===== config.mk =====
export PLATFORM = sky130hd
export DESIGN_NAME = sad4x4_csa
export DESIGN_NICKNAME = d
export VERILOG_FILES = /design/src/rtl/sad_pkg.sv /design/src/rtl/sad_absdiff.sv /design/src/rtl/sad_csa3.sv /design/src/rtl/sad_csa_tree.sv /design/src/rtl/sad_cpa.sv /design/src/rtl/sad4x4_csa.sv
export SDC_FILE = /design/constraint.sdc
export NUM_CORES = 1
export LEC_CHECK = 0
export ABC_CLOCK_PERIOD_IN_PS = 8000
export CAP_MARGIN = 5
export CORE_MARGIN = 5
export CORE_UTILIZATION = 56
export CTS_CLUSTER_DIAMETER = 60
export DETAILED_ROUTE_END_ITERATION = 16
export GPL_TIMING_DRIVEN = 0
export PLACE_DENSITY = 0.8
export RECOVER_POWER = 100
export SETUP_SLACK_MARGIN = 0.3
export SKIP_LAST_GASP = 1
export SLEW_MARGIN = 20
export SYNTH_ARGS = -nofsm -noshare
export SYNTH_HDL_FRONTEND = slang
export SYNTH_HIERARCHICAL = 1
export SYNTH_SLANG_ARGS = --single-unit

===== constraint.sdc =====
create_clock -name clk -period 8 [get_ports clk]
set_input_delay 0.8 -clock clk [delete_from_list [all_inputs] [get_ports clk]]
set_output_delay 0.8 -clock clk [all_outputs]
set_load 0.02 [all_outputs]

===== src/rtl/sad_pkg.sv =====
package sad_pkg;
   // Operand count after a given number of 3:2 reduction levels
   function automatic int csa_count(input int n, input int lvl);
      int c;
      c = n;
      for (int i = 0; i < lvl; i++) begin
         if (c > 2) c = 2 * (c / 3) + (c % 3);
      end
      return c;
   endfunction

   // Number of levels needed to reach two operands
   function automatic int csa_levels(input int n);
      int c;
      int lv;
      c = n;
      lv = 0;
      while (c > 2) begin
         c = 2 * (c / 3) + (c % 3);
         lv++;
      end
      return lv;
   endfunction

   function automatic int max_sum(input int n, input int pw);
      return n * ((1 << pw) - 1);
   endfunction
endpackage


===== src/rtl/sad_absdiff.sv =====
module sad_absdiff #(
   parameter int PIX_W = 8,
   parameter int OUT_W = 12
) (
   input  logic [PIX_W-1:0] a_i,
   input  logic [PIX_W-1:0] b_i,
   output logic [OUT_W-1:0] mag_o
);
   logic [PIX_W:0]   delta;
   logic             borrow;
   logic [PIX_W-1:0] mag;

   always_comb begin
      delta  = {1'b0, a_i} - {1'b0, b_i};
      borrow = delta[PIX_W];
      mag    = borrow ? (~delta[PIX_W-1:0] + 1'b1) : delta[PIX_W-1:0];
      mag_o  = {{(OUT_W-PIX_W){1'b0}}, mag};
   end
endmodule


===== src/rtl/sad_csa3.sv =====
module sad_csa3 #(
   parameter int W = 12
) (
   input  logic [W-1:0] x_i,
   input  logic [W-1:0] y_i,
   input  logic [W-1:0] z_i,
   output logic [W-1:0] sum_o,
   output logic [W-1:0] cry_o
);
   logic [W-1:0] maj;

   always_comb begin
      sum_o = x_i ^ y_i ^ z_i;
      maj   = (x_i & y_i) | (x_i & z_i) | (y_i & z_i);
      cry_o = {maj[W-2:0], 1'b0};
   end
endmodule


===== src/rtl/sad_csa_tree.sv =====
module sad_csa_tree
   import sad_pkg::*;
#(
   parameter int N = 16,
   parameter int W = 12
) (
   input  logic [W-1:0] ops_i [N],
   output logic [W-1:0] vec_a_o,
   output logic [W-1:0] vec_b_o
);
   localparam int LV = csa_levels(N);

   if (N < 2) begin : g_bad_n
      $error("sad_csa_tree: N must be at least 2");
   end

   for (genvar l = 0; l < LV; l++) begin : g_lvl
      localparam int C  = csa_count(N, l);
      localparam int G  = C / 3;
      localparam int R  = C % 3;
      localparam int NC = 2 * G + R;
      logic [W-1:0] v [C];
      logic [W-1:0] o [NC];

      for (genvar i = 0; i < C; i++) begin : g_in
         if (l == 0) begin : g_first
            assign v[i] = ops_i[i];
         end else begin : g_next
            assign v[i] = g_lvl[l-1].o[i];
         end
      end

      for (genvar g = 0; g < G; g++) begin : g_grp
         sad_csa3 #(.W(W)) u_csa (
            .x_i  (v[3*g]),
            .y_i  (v[3*g+1]),
            .z_i  (v[3*g+2]),
            .sum_o(o[2*g]),
            .cry_o(o[2*g+1])
         );
      end

      for (genvar r = 0; r < R; r++) begin : g_pass
         assign o[2*G+r] = v[3*G+r];
      end
   end

   if (LV == 0) begin : g_direct
      assign vec_a_o = ops_i[0];
      assign vec_b_o = ops_i[1];
   end else begin : g_tail
      assign vec_a_o = g_lvl[LV-1].o[0];
      assign vec_b_o = g_lvl[LV-1].o[1];
   end
endmodule


===== src/rtl/sad_cpa.sv =====
module sad_cpa #(
   parameter int W = 12
) (
   input  logic [W-1:0] a_i,
   input  logic [W-1:0] b_i,
   output logic [W-1:0] sum_o
);
   assign sum_o = a_i + b_i;
endmodule


===== src/rtl/sad4x4_csa.sv =====
module sad4x4_csa
   import sad_pkg::*;
#(
   parameter int PIX_W   = 8,
   parameter int NUM_PIX = 16,
   parameter int SAD_W   = 12,
   parameter bit OUT_REG = 1'b0
) (
   input  logic                     clk,
   input  logic                     rst_n,
   input  logic                     in_valid,
   input  logic [NUM_PIX*PIX_W-1:0] cur_pix,
   input  logic [NUM_PIX*PIX_W-1:0] ref_pix,
   output logic                     out_valid,
   output logic [SAD_W-1:0]         sad_out
);
   localparam int FLAT_W  = NUM_PIX * PIX_W;
   localparam int SUM_MAX = max_sum(NUM_PIX, PIX_W);

   if (PIX_W < 2) begin : g_bad_pix
      $error("sad4x4_csa: PIX_W must be at least 2");
   end
   if (NUM_PIX < 2) begin : g_bad_num
      $error("sad4x4_csa: NUM_PIX must be at least 2");
   end
   if (SAD_W < PIX_W + $clog2(NUM_PIX) || SUM_MAX >= (1 << SAD_W)) begin : g_bad_sad
      $error("sad4x4_csa: SAD_W too narrow for the largest sum");
   end

   logic [FLAT_W-1:0] cur_q;
   logic [FLAT_W-1:0] ref_q;
   logic              vld_q;

   always_ff @(posedge clk or negedge rst_n) begin
      if (!rst_n) begin
         cur_q <= '0;
         ref_q <= '0;
         vld_q <= 1'b0;
      end else begin
         vld_q <= in_valid;
         if (in_valid) begin
            cur_q <= cur_pix;
            ref_q <= ref_pix;
         end
      end
   end

   logic [SAD_W-1:0] diffs [NUM_PIX];

   for (genvar i = 0; i < NUM_PIX; i++) begin : g_lane
      sad_absdiff #(.PIX_W(PIX_W), .OUT_W(SAD_W)) u_ad (
         .a_i  (cur_q[i*PIX_W +: PIX_W]),
         .b_i  (ref_q[i*PIX_W +: PIX_W]),
         .mag_o(diffs[i])
      );
   end

   logic [SAD_W-1:0] red_a;
   logic [SAD_W-1:0] red_b;
   logic [SAD_W-1:0] total;

   sad_csa_tree #(.N(NUM_PIX), .W(SAD_W)) u_tree (
      .ops_i  (diffs),
      .vec_a_o(red_a),
      .vec_b_o(red_b)
   );

   sad_cpa #(.W(SAD_W)) u_cpa (
      .a_i  (red_a),
      .b_i  (red_b),
      .sum_o(total)
   );

   if (OUT_REG) begin : g_oreg
      logic [SAD_W-1:0] sad_q;
      logic             ov_q;
      always_ff @(posedge clk or negedge rst_n) begin
         if (!rst_n) begin
            sad_q <= '0;
            ov_q  <= 1'b0;
         end else begin
            ov_q <= vld_q;
            if (vld_q) sad_q <= total;
         end
      end
      assign sad_out   = sad_q;
      assign out_valid = ov_q;
   end else begin : g_comb
      assign sad_out   = total;
      assign out_valid = vld_q;
   end
endmodule


== Word-level counts from Yosys, hierarchy flattened ==
Index checks and enable logic that the tools add are counted.
W data, S select, Z words.
Cells by class
  add/sub/neg operators: 33
  bitwise logic cells: 114
  multiplexer cells: 16
Operator list (number)
  $and A11 B11 Y11: 17
  $or A11 B11 Y11: 17
  $sub A8 B8 Y9: 16
  $add A8 B1 Y8 const B: 16
  $mux W8: 16
  $not A8 Y8: 16
  $and A8 B8 Y8: 15
  $xor A12 B12 Y12: 10
  $or A8 B8 Y8: 10
  $xor A8 B8 Y8: 10
  $and A11 B9 Y11: 4
  $xor A12 B8 Y12: 3
  $and A9 B11 Y11: 3
  $xor A8 B9 Y9: 2
  $add A12 B12 Y12: 1
  $xor A12 B9 Y12: 1
  $and A11 B8 Y11: 1
  $or A11 B9 Y11: 1
  $and A9 B8 Y9: 1
  $and A9 B9 Y9: 1
  $xor A9 B8 Y9: 1
  $xor A9 B9 Y9: 1
Storage, ports and cells
  bits of input ports: 259
  logic and storage cells: 166
  output and inout bits: 13
  register bits: 257

== Depth between registers and ports, before layout ==
  depth in word-level cells: 23
  depth in mapped cells: 22

== Modules after synthesis ==
Netlist, hierarchy kept.
By module, submodules not included
  sad4x4_csa: area an instance 9619.2 um^2, cells an instance 541, sequential area each 6431.2 um^2, times used 1
  sad_absdiff: area an instance 508.0 um^2, cells an instance 72, sequential area each 0.0 um^2, times used 16
  sad_csa3: area an instance 255.2 um^2, cells an instance 14, sequential area each 0.0 um^2, times used 14
  sad_cpa: area an instance 503.0 um^2, cells an instance 59, sequential area each 0.0 um^2, times used 1

== Worst setup path after synthesis ==
Ideal clock, no wire load.
  path kind: register -> output
  from: register cur_q[8]
  to: output port sad_out[11]
  data arrival time: 6518 ps
  stages on the path, launching flop included: 23
  required time: 7200 ps
  buffers on the path: 0
  setup slack: 682 ps
  cells stage by stage: dfrtp_1 > inv_1 > ha_1 > inv_1 > fa_1 > a211oi_2 > o21ai_1 > a21o_1 > a21o_1 > nor2b_1 > xnor2_1 > fa_1 > fa_1 > fa_1 > fa_1 > fa_1 > fa_1 > ha_1 > and3_1 > a2111oi_4 > a21oi_2 > a41oi_2 > xnor2_1
RTL lines
  start: declaration: RTL line sad4x4_csa.sv:30  | logic [FLAT_W-1:0] cur_q;
  start signal: assignment: RTL line sad4x4_csa.sv:42  | cur_q <= cur_pix;
  end: declaration: RTL line sad4x4_csa.sv:15  | output logic [SAD_W-1:0] sad_out

==> impl_metrics.tcl <==
set metrics [dict create \
    outcome "finished, violations left" \
    violations "capacitance limit, slew limit, setup timing" \
    hpwl_um 41600 \
    gp_congestion 0.886 \
    h-tree-depth 1 \
    final_area_mm2 0.0273 \
    cts_hold_buf 0 \
    synth_edf_count 0 \
    drive_gt1_share_pct 26.0 \
    synth_top_area_share_pct 29.5 \
    die_area_mm2 0.0430 \
    slew_headroom_pct -159 \
    min_path_cells 1 \
    avgSynthCellArea_um2 11.2 \
    netlist_area_mm2 0.0218 \
    ys_seq_area_share_pct 29.5 \
    final_nets 2920 \
    crit_path_max_fanout 4 \
    synth-async-reset-ratio_pct 100 \
    ys_ff_latch 257 \
    track_usage_pct 24.5 \
    synthCells 1948 \
    routed-via-count 15311 \
    wl_met2_um 27500 \
    cts_tree "built" \
    finalHoldViolCount 0 \
    cts_max_path_buffers 3 \
    post-synth-top-count-cell "mux2_2" \
    crit_path_end_kind "primary output" \
    clk_transition_reported_paths_ns 0.06 \
    setup_viol 4 \
    wl_met1_um 21900 \
    tightest_slew_ns 3.89 \
    synth.distinct_cells 40 \
    placedCellCount 2787 \
    period_share_pct 102 \
    first_pass_iters 5 \
    root_buffer "clkbuf_16" \
    finalSetupTns_ns -0.452 \
    cts_inserted_buffers 29 \
    row_count 72 \
    met3_length_um 2230 \
    drv_slew 262 \
    fillers 2778 \
    worstRegToRegCells 1 \
    yosysWarnings 6 \
    timing.max_cap.violations 3 \
    synth_top_area_cell "dfrtp_1" \
    fp.dieH_um 207 \
    clock_latency_ns 0.56 \
    synth_area_leaders "dfrtp_1, fa_1, mux2_2" \
    grt_max_degree 99 \
    netlist_top_cells_count "mux2_2, dfrtp_1, inv_1" \
    start_kind "flip-flop" \
    vias_per_cell 5.32 \
    core_area_mm2 0.0386 \
    dr.max_layer_used "met4" \
    drt_iter0_markers 605 \
    grt_first_pass_wirelength_um 86600 \
    ant_nets 0 \
    place_area_mm2 0.0254 \
    critPathRequiredTime_ns 7.20 \
    synthFlopType "dfrtp_1" \
    totalWireLength_um 53100 \
    die_w_um 207 \
    worstSetupPathType "flip-flop to primary output" \
    io_pins 272 \
    finalWorstSetupSlack_ns -0.154 \
    fin_crit_ns 8.15 \
    fin_worst_skew_ns 0 \
    place.port_buffers 271 \
    antenna_found_initial 2 \
    dp_slack_ns -0.465 \
    grt_pass1_vias 16960 \
    hp-class "flip-flop to flip-flop" \
    gr-total-overflow 0 \
    fmax_mhz 123 \
    start_util_pct 56.5 \
    drc 0 \
    cts_sinks 257 \
    worstPathArrival_ns 7.35 \
    syn2layout_area_growth_pct 24.9 \
    rsz0062_at_grt "true" \
    fin_cells 2876 \
    wl_per_cell_um 18.5 \
]
## repair_timing
item,CTS,global route
resized for setup,181,56
pin swaps,140,67
setup endpoints to repair,11,11
buffers inserted,32,3
## final cells by class
cell class	count	area (um2)	share of cell area [%]
Timing Repair Buffer	308	2970	10.9
Tap cell	518	648	2.38
Clock inverter	9	83.8	0.307
Inverter	192	721	2.64
Multi-Input combinational cell	1441	14900	54.5
Antenna cell	2	5.00	0.0184
Sequential cell	257	6430	23.6
Buffer	106	691	2.53
Clock buffer	43	848	3.11
## worst paths after layout
path / startpoint / to / slack [ns]
min: ref_q[66] / ref_q[66] / 0.50
max reg2reg: cur_q[9] / cur_q[9] / 7.17
max: cur_q[24] / sad_out[10] / -0.15
max in group asynchronous: rst_n / ref_q[72] / 2.48
min in group asynchronous: rst_n / cur_q[28] / 1.57
min reg2reg: ref_q[66] / ref_q[66] / 0.50
## kinds of logic (layout without fill, tap and decap cells)
| group | count (synthesis) | count (layout) | share of synthesized area (%) |
|---|---|---|---|
| adder cells (fa/ha/maj) | 326 | 326 | 24.6 |
| multiplexers | 272 | 272 | 14.0 |
| other | 30 | 80 | 0.516 |
| flip-flops | 257 | 257 | 29.5 |
| buffers and inverters | 298 | 658 | 7.38 |
| AND/OR/NAND/NOR | 256 | 256 | 5.44 |
| XOR/XNOR | 200 | 200 | 8.99 |
| AO/OA/AOI/OAI | 309 | 309 | 9.59 |
## metal layers
metal | vias to the layer above | track usage [%]
li1 | 7179 | -
met1 | 7686 | 31.5
met2 | 371 | 43.9
met3 | 75 | 3.40
met4 | 0 | 5.88
met5 | - | 0
## through the flow
stage / hold WS, ns / util [%]
2_1_floorplan: 0.481 / -
3_3_place_gp: 0.491 / 65.6
3_5_place_dp: 0.496 / 65.8
4_1_cts: 0.193 / 70.5
5_1_grt: 0.519 / 70.5
6_report: 0.504 / 70.5
## sequential cells by signal, indices dropped and copies added (netlist names)
name       count
ref_q        128
out_valid      1
cur_q        128
## placed cells by master, fill, tap and decap left out, types with 17 or more instances in the layout
| cell | n |
|---|---|
| a21oi_1 | 68 |
| nor2_1 | 147 |
| o21ai_0 | 33 |
| fa_2 | 37 |
| mux2_2 | 268 |
| clkdlybuf4s50_1 | 256 |
| xor2_1 | 34 |
| inv_1 | 190 |
| xnor2_2 | 35 |
| o21a_1 | 50 |
| ha_1 | 145 |
| dfrtp_1 | 257 |
| buf_4 | 116 |
| a31oi_1 | 28 |
| o31ai_1 | 29 |
| xnor2_1 | 113 |
| clkbuf_1 | 36 |
| nor2_2 | 17 |
| conb_1 | 78 |
| fa_1 | 134 |
| a21o_1 | 21 |
| clkbuf_16 | 29 |
## worst max-delay path, stage by stage, from the launching register on
cell and delay [ns]:
dfrtp_1 0.39, inv_1 0.06, ha_2 0.18, inv_1 0.06, fa_2 0.38, a211oi_4 0.26, buf_4 0.15, o21bai_1 0.06
a21oi_1 0.20, xor2_1 0.29, a31oi_2 0.17, xnor2_2 0.31, fa_2 0.49, fa_2 0.58, fa_1 0.45, fa_1 0.52
fa_1 0.44, fa_1 0.51, ha_4 0.31, nand4_1 0.13, nor3_2 0.14, nand3b_1 0.17, a21oi_2 0.09, xnor2_2 0.25
buf_4 0.20
Power is not shown: default switching activity piles up to over one toggle a cycle in this logic, so the estimate is an artifact.
